**config.mk**
```make
export PLATFORM = sky130hd
export DESIGN_NAME = pcmp_unit
export DESIGN_NICKNAME = d
export VERILOG_FILES = /design/src/rtl/pcmp_pkg.sv /design/src/rtl/pcmp_lane.sv /design/src/rtl/pcmp_fmt.sv /design/src/rtl/pcmp_unit.sv
export SDC_FILE = /design/constraint.sdc
export NUM_CORES = 1
export LEC_CHECK = 0
export ABC_CLOCK_PERIOD_IN_PS = 3400
export CAP_MARGIN = 20
export CORE_AREA = 2 2 88 90
export CTS_BUF_LIST = sky130_fd_sc_hd__clkbuf_4 sky130_fd_sc_hd__clkbuf_8 sky130_fd_sc_hd__clkbuf_16
export CTS_CLUSTER_SIZE = 25
export DETAILED_ROUTE_END_ITERATION = 16
export DIE_AREA = 0 0 90 92
export PLACE_DENSITY = 0.77
export SLEW_MARGIN = 40
export SYNTH_ARGS = -nofsm -noshare
export SYNTH_HDL_FRONTEND = slang
export SYNTH_SLANG_ARGS = --single-unit
```
**constraint.sdc**
```tcl
create_clock -name clk -period 3.4 [get_ports clk]
set_input_delay 1.02 -clock clk [delete_from_list [all_inputs] [get_ports clk]]
set_output_delay 1.02 -clock clk [all_outputs]
set_load 0.005 [all_outputs]
```
**src/rtl/pcmp_pkg.sv**
```systemverilog
// Shared encodings for the packed compare stage.
package pcmp_pkg;
    typedef enum logic [2:0] {
        CND_EQ = 3'd0, CND_NE = 3'd1, CND_LT = 3'd2,
        CND_LE = 3'd3, CND_GT = 3'd4, CND_GE = 3'd5,
        CND_R6 = 3'd6, CND_R7 = 3'd7
    } cond_e;

    typedef enum logic [1:0] {
        LM_W32 = 2'd0, LM_H16 = 2'd1, LM_B8 = 2'd2, LM_ALT = 2'd3
    } lane_mode_e;

    typedef enum logic [1:0] {
        RT_ONE = 2'd0, RT_ALL = 2'd1, RT_FP = 2'd2, RT_ONE_LO = 2'd3
    } rtype_e;

    // Floating-point one for a lane width; zero where the width has none.
    function automatic logic [31:0] fp_one(input int w);
        if (w == 32)      return 32'h3F80_0000;
        else if (w == 16) return 32'h0000_3C00;
        else              return 32'h0;
    endfunction
endpackage

```
**src/rtl/pcmp_lane.sv**
```systemverilog
// One compare lane: compares a against b, merges with lane c.
// Assumes CHAIN=1 only for the full-width lane that serves 64-bit chaining.
module pcmp_lane
    import pcmp_pkg::*;
#(
    parameter int W     = 32,
    parameter bit CHAIN = 1'b0
) (
    input  logic [W-1:0] a,
    input  logic [W-1:0] b,
    input  logic [W-1:0] c,
    input  cond_e        cond,
    input  logic         is_signed,
    input  logic         comb_and,
    input  logic         chain,
    output logic         hit
);
    logic eq, lt, gt, c_any, base, strict;

    // Raw ordering of the operands in the chosen signedness.
    always_comb begin
        eq = (a == b);
        if (is_signed && (a[W-1] != b[W-1])) lt = a[W-1];
        else                                 lt = (a < b);
        gt    = !lt && !eq;
        c_any = |c;
    end

    // Evaluate the full and the strict form of the condition.
    always_comb begin
        unique case (cond)
            CND_EQ:  begin base = eq;       strict = 1'b0; end
            CND_NE:  begin base = !eq;      strict = !eq;  end
            CND_LT:  begin base = lt;       strict = lt;   end
            CND_LE:  begin base = lt || eq; strict = lt;   end
            CND_GT:  begin base = gt;       strict = gt;   end
            CND_GE:  begin base = gt || eq; strict = gt;   end
            default: begin base = 1'b0;     strict = 1'b0; end
        endcase
    end

    // Merge with the chained operand.
    always_comb begin
        if (CHAIN && chain) hit = strict || (eq && c_any);
        else if (comb_and)  hit = base && c_any;
        else                hit = base || c_any;
    end
endmodule

```
**src/rtl/pcmp_fmt.sv**
```systemverilog
// Encodes one lane boolean as the selected result type.
// Assumes W is 8, 16 or 32; floating-point one is zero for other widths.
module pcmp_fmt
    import pcmp_pkg::*;
#(
    parameter int W = 32
) (
    input  logic         hit,
    input  rtype_e       rtype,
    output logic [W-1:0] val
);
    localparam logic [31:0] FONE32 = fp_one(W);
    localparam logic [W-1:0] FONE  = FONE32[W-1:0];

    // Pick the lane encoding; a false lane is zero.
    always_comb begin
        val = '0;
        if (hit) begin
            unique case (rtype)
                RT_ALL:  val = '1;
                RT_FP:   val = FONE;
                default: val = W'(1);
            endcase
        end
    end
endmodule

```
**src/rtl/pcmp_unit.sv**
```systemverilog
// Packed compare-and-combine stage with one-cycle registered output.
// Builds every lane partition in parallel and selects one; chaining
// forces the 32-bit partition.
module pcmp_unit
    import pcmp_pkg::*;
#(
    parameter int DATA_W    = 32,
    parameter int NUM_PARTS = 3
) (
    input  logic              clk,
    input  logic              rst_n,
    input  logic              in_valid,
    input  logic [DATA_W-1:0] op_a,
    input  logic [DATA_W-1:0] op_b,
    input  logic [DATA_W-1:0] op_c,
    input  logic [2:0]        cond,
    input  logic [1:0]        lane_mode,
    input  logic              is_signed,
    input  logic              comb_and,
    input  logic              chain,
    input  logic [1:0]        rtype,
    output logic              out_valid,
    output logic [DATA_W-1:0] out_data
);
    cond_e      cond_q;
    rtype_e     rtype_q;
    lane_mode_e mode_q;
    logic [DATA_W-1:0] sel;

    assign cond_q  = cond_e'(cond);
    assign rtype_q = rtype_e'(rtype);
    assign mode_q  = lane_mode_e'(lane_mode);

    for (genvar g = 0; g < NUM_PARTS; g++) begin : g_part
        localparam int W  = DATA_W >> g;
        localparam int NL = 1 << g;
        logic [DATA_W-1:0] vec;
        for (genvar l = 0; l < NL; l++) begin : g_lane
            logic hit;
            pcmp_lane #(.W(W), .CHAIN(g == 0)) u_lane (
                .a(op_a[l*W +: W]), .b(op_b[l*W +: W]), .c(op_c[l*W +: W]),
                .cond(cond_q), .is_signed(is_signed), .comb_and(comb_and),
                .chain(chain), .hit(hit)
            );
            pcmp_fmt #(.W(W)) u_fmt (
                .hit(hit), .rtype(rtype_q), .val(vec[l*W +: W])
            );
        end
    end

    // Choose the active partition.
    always_comb begin
        if (chain) sel = g_part[0].vec;
        else begin
            unique case (mode_q)
                LM_H16:  sel = g_part[1].vec;
                LM_B8:   sel = g_part[2].vec;
                default: sel = g_part[0].vec;
            endcase
        end
    end

    // Register result and valid.
    always_ff @(posedge clk) begin
        if (!rst_n) begin
            out_valid <= 1'b0;
            out_data  <= '0;
        end else begin
            out_valid <= in_valid;
            if (in_valid) out_data <= sel;
        end
    end
endmodule

```
==> results.toml, run 1 <==
[global_routing]
track_usage = 0.2215
gr-usage-met2 = 0.4555
grt_start_max_net_pins = 13
grt_remaining_overflow = 0
grt_pass1_vias = 3482
antenna_found_initial = 0
grt_first_pass_wirelength_um = 15440
gr-max-usage-layer = "met2"
met3_usage = 0.04684
grt.met1_usage = 0.2166

[final_layout]
multi_input_area_mm2 = 0.002688
drive_gt1_frac = 0.4171
fin_util = 0.7151
area_delta_synth_final_pct = 106.7
fillCellCount = 563
fin_area_mm2 = 0.005325
seq_area_um2 = 260.3
fin_nets = 686
num_antenna_cells = 0
finalNonFillerCells = 639

[clock_network]
htree_levels = 1
cts_root_buf = "clkbuf_8"
path_clk_slew_ns = 0.06
cts_hold_buffers = 0
clk_path_buf_depth = 2
clk_latency_ns = 0.24
cts_buffers = 3
cts_tree = "built"
cts_sinks = 13

[drt]
wirelength_um = 10540
wl_per_cell_um = 16.49
drt_iter0_drc = 115
viasPerCell = 5.313
first_pass_iters = 4
ant_nets = 0
vias = 3395
drc = 0

[worst_setup_path]
crit_required_ns = 3.53
cp_cell_sequence = "buf_6, inv_4, ha_4, nor2b_4, o211ai_1, a2111oi_2, or4_4, buf_4, o2111ai_2, o2111a_2, or2_4, o221ai_4, a32o_1"
critPathSlowestCell = "or4_4"
critPathMaxStageDelay_ns = 0.58
critPathKind = "in -> reg"
worstPathArrival_ns = 3.56
critical_path.max_fanout = 3
startpoint_type = "input port"
end_kind = "flop"

[logic_synthesis]
ys_ff_latch = 13
synthCells = 345
ys_warn_count = 0
synth_edf_count = 0
synth_nets = 493
avgSynthCellArea_um2 = 7.467
synth-main-ff-cell = "dfxtp_1"
seq_area_frac_synth = 0.1010
async_reset_ff_frac = 0
synth_area_mm2 = 0.002576
ys_types = 61

[die]
start_util = 0.3459
die_h_um = 92
die_x_um = 90
pin_count = 142
row_count = 32
die_area_mm2 = 0.008280
core_mm2 = 0.007447

[placed_design]
postPlaceCellArea_mm2 = 0.004317
dp_cells = 612
place_ws_ns = -0.5791
gp_congestion = 0.9156
hpwl_um = 7253
port_buffers = 141

[sta]
relSlewSlack = 0.6626
tns_ns = -0.02389
worst_pin_slew_ns = 0.5055
finalHoldViolations = 0
min_period_over_period = 1.007
setup_ws_ns = -0.02389
period_minus_slack_ns = 3.424
grt_setup_unrepaired = "yes"
setup_viol = 1
fin_skew_ns = 0
finalMaxSlewViolations = 0
fmax_mhz = 292.1

[run_status]
violations = "negative setup slack"
outcome = "finished with violations"

[job]
cap_violations = 0

[pwr]
peakVddDrop_mv = 0.1310
p_leak_nw = 2.404
cellPowerDensity_mw_per_mm2 = 179.7

[worst_hold_path]
min_path_type = "reg -> reg"
-- layer usage --
metal / vias to the layer above / share of wire
met5: - / 0
li1: 1625 / -
met3: 37 / 0.054
met2: 137 / 0.56
met4: 0 / 0.031
met1: 1596 / 0.35
-- report_power, final --
part,internal (mW),switching [mW],total [mW]
sequential,0.163,0.00816,0.171
combinational,0.354,0.285,0.638
clock,0.0907,0.0569,0.148
total,0.607,0.350,0.957
-- critical path, delay by kind of cell --
kind | cells | cell delay (ns)
simple gates | 3 | 0.86
fa+ha+maj | 1 | 0.19
compound gates | 6 | 1.19
buf+inv | 3 | 0.30
-- through the flow --
stage	hold slack [ns]	power [mW]
final	0.5239	0.9572
after global routing	0.5670	1.011
after CTS	0.4786	0.8767
after detailed placement	0.4656	0.6518
after global placement	0.4397	0.6396
after floorplan	0.4495	0.4030
-- timing repair --
| action | in CTS | in global routing |
|---|---|---|
| pin swaps | 54 | 67 |
| gates resized for setup | 143 | 112 |
| setup endpoints to repair | 12 | 12 |
| setup buffers | 11 | 12 |
-- layout by cell type (no fill, tap or decap), types with 6 or more instances in the layout --
cell	Yosys	layout
clkdlybuf4s15_1	0	9
o21ai_0	14	12
a21oi_1	28	13
o211ai_1	6	6
inv_1	52	28
buf_4	20	63
inv_2	0	23
clkbuf_2	0	7
dfxtp_1	13	13
dlymetal6s2s_1	0	32
a21oi_2	1	13
ha_4	0	27
nand2_1	24	22
dlygate4sd2_1	0	28
nor2_1	16	13
ha_1	39	10
a21o_1	6	6
buf_6	0	11
or4_4	4	7
clkdlybuf4s50_1	0	63
-- Yosys cell counts, types with 3 or more instances --
master,number,share of area
nor4_4,3,0.025
a211oi_1,4,0.012
a32oi_1,3,0.010
nor4_1,3,0.0073
nor3_1,5,0.0097
a21o_1,6,0.017
and3_1,4,0.0097
xnor2_1,5,0.017
inv_1,52,0.076
clkbuf_1,5,0.0073
nand2b_1,3,0.0073
nand2_1,24,0.035
o21ai_1,4,0.0078
a31oi_1,5,0.012
o31ai_1,4,0.012
or4_1,5,0.015
buf_4,20,0.058
nor2_1,16,0.023
nand4_1,4,0.0097
o21ai_0,14,0.027
dfxtp_1,13,0.10
nor2_2,3,0.0073
or4_4,4,0.017
nand4_2,4,0.019
o211ai_1,6,0.017
and2_1,5,0.012
ha_1,39,0.19
nor2b_1,7,0.017
nand3_1,4,0.0078
o221ai_1,3,0.010
a21oi_1,28,0.054
o22ai_1,3,0.0073
-- sequential cells by signal (all words and copies together) (netlist names) --
signal,cells
out_valid,1
out_data,12
-- path summary, 6_finish.rpt --
check	endpoint	from	slack, ns	cells after the start
worst max-delay path	out_data[15]	op_b[1]	-0.02	13
worst min register to register	out_data[16]	out_data[16]	0.52	2
worst max register to register	out_data[29]	out_data[29]	2.63	2
worst min-delay path	out_data[16]	out_data[16]	0.52	2
-- layout make-up --
cell class,count,area share
clock buffer,4,0.009164
inverter,52,0.03712
multi-input combinational,254,0.5047
sequential,13,0.04887
tap,102,0.02397
timing repair buffer,214,0.3762
-- kinds of logic (layout without fill, tap and decap cells) --
| group | count (synthesis) | after routing | synth area share |
|---|---|---|---|
| compound gates | 105 | 105 | 0.2841 |
| simple gates | 100 | 100 | 0.2438 |
| buf+inv | 78 | 270 | 0.1433 |
| fa+ha+maj | 41 | 41 | 0.1977 |
| flops | 13 | 13 | 0.1010 |
| xor+xnor | 5 | 5 | 0.01700 |
| mux | 3 | 3 | 0.01311 |
No activity file was read; power rests on OpenSTA's default activity.
==> inputs of run 2 (changes only) <==
Settings changed: ABC_CLOCK_PERIOD_IN_PS 3400 to 3800, CORE_AREA 2 2 88 90 to 2 2 84 86, CTS_BUF_LIST sky130_fd_sc_hd__clkbuf_4 sky130_fd_sc_hd__clkbuf_8 sky130_fd_sc_hd__clkbuf_16 to sky130_fd_sc_hd__clkbuf_4 sky130_fd_sc_hd__clkbuf_8, DIE_AREA 0 0 90 92 to 0 0 86 88, PLACE_DENSITY 0.77 to 0.8.
Clock period 3.4 ns to 3.8 ns, I/O delays scaled along.
==> run 2 against run 1 <==
The flow still finishes with violations (negative setup slack). Via count fell by 6.8%. Sequential share of layout area rose by 0.59 points. Final cell count fell by 7.8%. Worst hold slack got worse by 0.030 ns. Clock power fell by 13%. Power fell by 18%. Design area fell by 11%. First-iteration DRC count rose by 50%. Clock skew did not move. Critical path type unchanged.
==> results.toml, run 2 (synthesized netlist as in run 1, its figures left out) <==
[clock_network]
clk_path_buf_depth = 2
cts_buffers = 3
cts_sinks = 13
clk_latency_ns = 0.24
cts_tree = "built"
path_clk_slew_ns = 0.05
htree_levels = 1
cts_root_buf = "clkbuf_8"

[worst_setup_path]
startpoint_type = "input port"
critPathSlowestCell = "clkdlybuf4s50_1"
worstPathArrival_ns = 3.95
critPathMaxStageDelay_ns = 0.53
crit_buf_inv = 2
cp_cell_sequence = "clkdlybuf4s50_1, ha_4, a21oi_4, o21ai_2, and2_4, or4_4, a22oi_2, mux2i_2, buf_4, nor3_2, a21oi_4, a21oi_1"
crit_path_frequent_cell = "a21oi_4"
end_kind = "flop"
critical_path.max_fanout = 4
crit_required_ns = 3.93
crit_start = "op_a[5]"
crit_family = "compound AO/OA/AOI/OAI gates"
r2r_slack_ns = 3.09
critPathKind = "in -> reg"
r2r_start = "out_data[22]"

[drt]
first_pass_iters = 4
drt_iter0_drc = 173
viasPerCell = 5.374
drc = 0
vias = 3165
wirelength_um = 8697
ant_nets = 0
wl_per_cell_um = 14.77

[final_layout]
fin_nets = 658
drive_gt1_frac = 0.2593
largest_reg_flops = 12
final_common_cell = "clkdlybuf4s50_1"
reg.largest.list = "out_data x12, out_valid x1"
num_antenna_cells = 0
final_cell_mix = "clkdlybuf4s50_1 (128), inv_1 (45), buf_4 (44)"
area_delta_synth_final_pct = 84.36
fin_util = 0.7149
finalNonFillerCells = 589
fin_area_mm2 = 0.004750
largest-register = "out_data"

[pwr]
cellPowerDensity_mw_per_mm2 = 164.9
power_uw = 783.2
p_leak_nw = 2.013
peakVddDrop_mv = 0.1035

[placed_design]
postPlaceCellArea_mm2 = 0.004207
hpwl_um = 6723
port_buffers = 141
place_ws_ns = -0.2723
gp_congestion = 0.8888
dp_cells = 579

[global_routing]
gr-max-usage-layer = "met2"
grt_pass1_vias = 3102
gr-usage-met2 = 0.4010
grt.met1_usage = 0.2335
grt_start_max_net_pins = 13
antenna_found_initial = 0
met3_usage = 0.01791
grt_first_pass_wirelength_um = 12950
track_usage = 0.2028
grt_remaining_overflow = 0

[die]
die_area_mm2 = 0.007568
die_x_um = 86
die_h_um = 88
row_count = 30
start_util = 0.3878
core_mm2 = 0.006644
pin_count = 142

[run_status]
outcome = "finished with violations"
violations = "negative setup slack"

[sta]
finalHoldViolations = 0
hold-worst-slack_ns = 0.4940
tns_ns = -0.08972
finalMaxSlewViolations = 0
relSlewSlack = 0.6746
fin_skew_ns = 0
setup_viol = 4
worst_pin_slew_ns = 0.4871
fmax_mhz = 261.4
min_period_over_period = 1.007
setup_ws_ns = -0.02524
grt_setup_unrepaired = "yes"
period_minus_slack_ns = 3.825

[worst_hold_path]
hp-start = "out_data[0]"
min_path_type = "reg -> reg"

[job]
cap_violations = 0
## run 2: path summary, 6_finish.rpt
check / depth (start not counted) / to
setup / recovery: 12 / out_data[23]
hold / removal: 2 / out_data[0]
setup reg to reg: 2 / out_data[22]
hold reg to reg: 2 / out_data[0]
## run 2: tightest hold or removal path, stage by stage (launching register included)
cell	delay [ns]
dfxtp_1	0.32
nand2_1	0.07
o31ai_2	0.06
## run 2: cell type report
| type | count | area [um^2] |
|---|---|---|
| sequential | 13 | 260.3 |
| timing repair buffer | 186 | 1778 |
| clock buffer | 4 | 48.80 |
| inverter | 52 | 195.2 |
| multi-input combinational | 254 | 2367 |
| tap | 80 | 100.1 |
| fill | 521 | 1894 |
## run 2: timing repair
item	in CTS	in global routing
buffers inserted	3	3
hold buffers	0	0
pin swaps	8	24
gates resized for setup	12	69
endpoints found under the setup margin	11	12
## run 2: metal layers
| metal | routed length [um] | vias to the layer above |
|---|---|---|
| li1 | - | 1570 |
| met1 | 3337 | 1447 |
| met2 | 4721 | 132 |
| met3 | 527 | 16 |
| met4 | 110 | 0 |
| met5 | 0 | - |
## run 2: report_power, final
part           internal, mW  total, mW  switching, mW
clock                0.0812      0.129         0.0481
sequential            0.146      0.153        0.00694
combinational         0.290      0.501          0.211
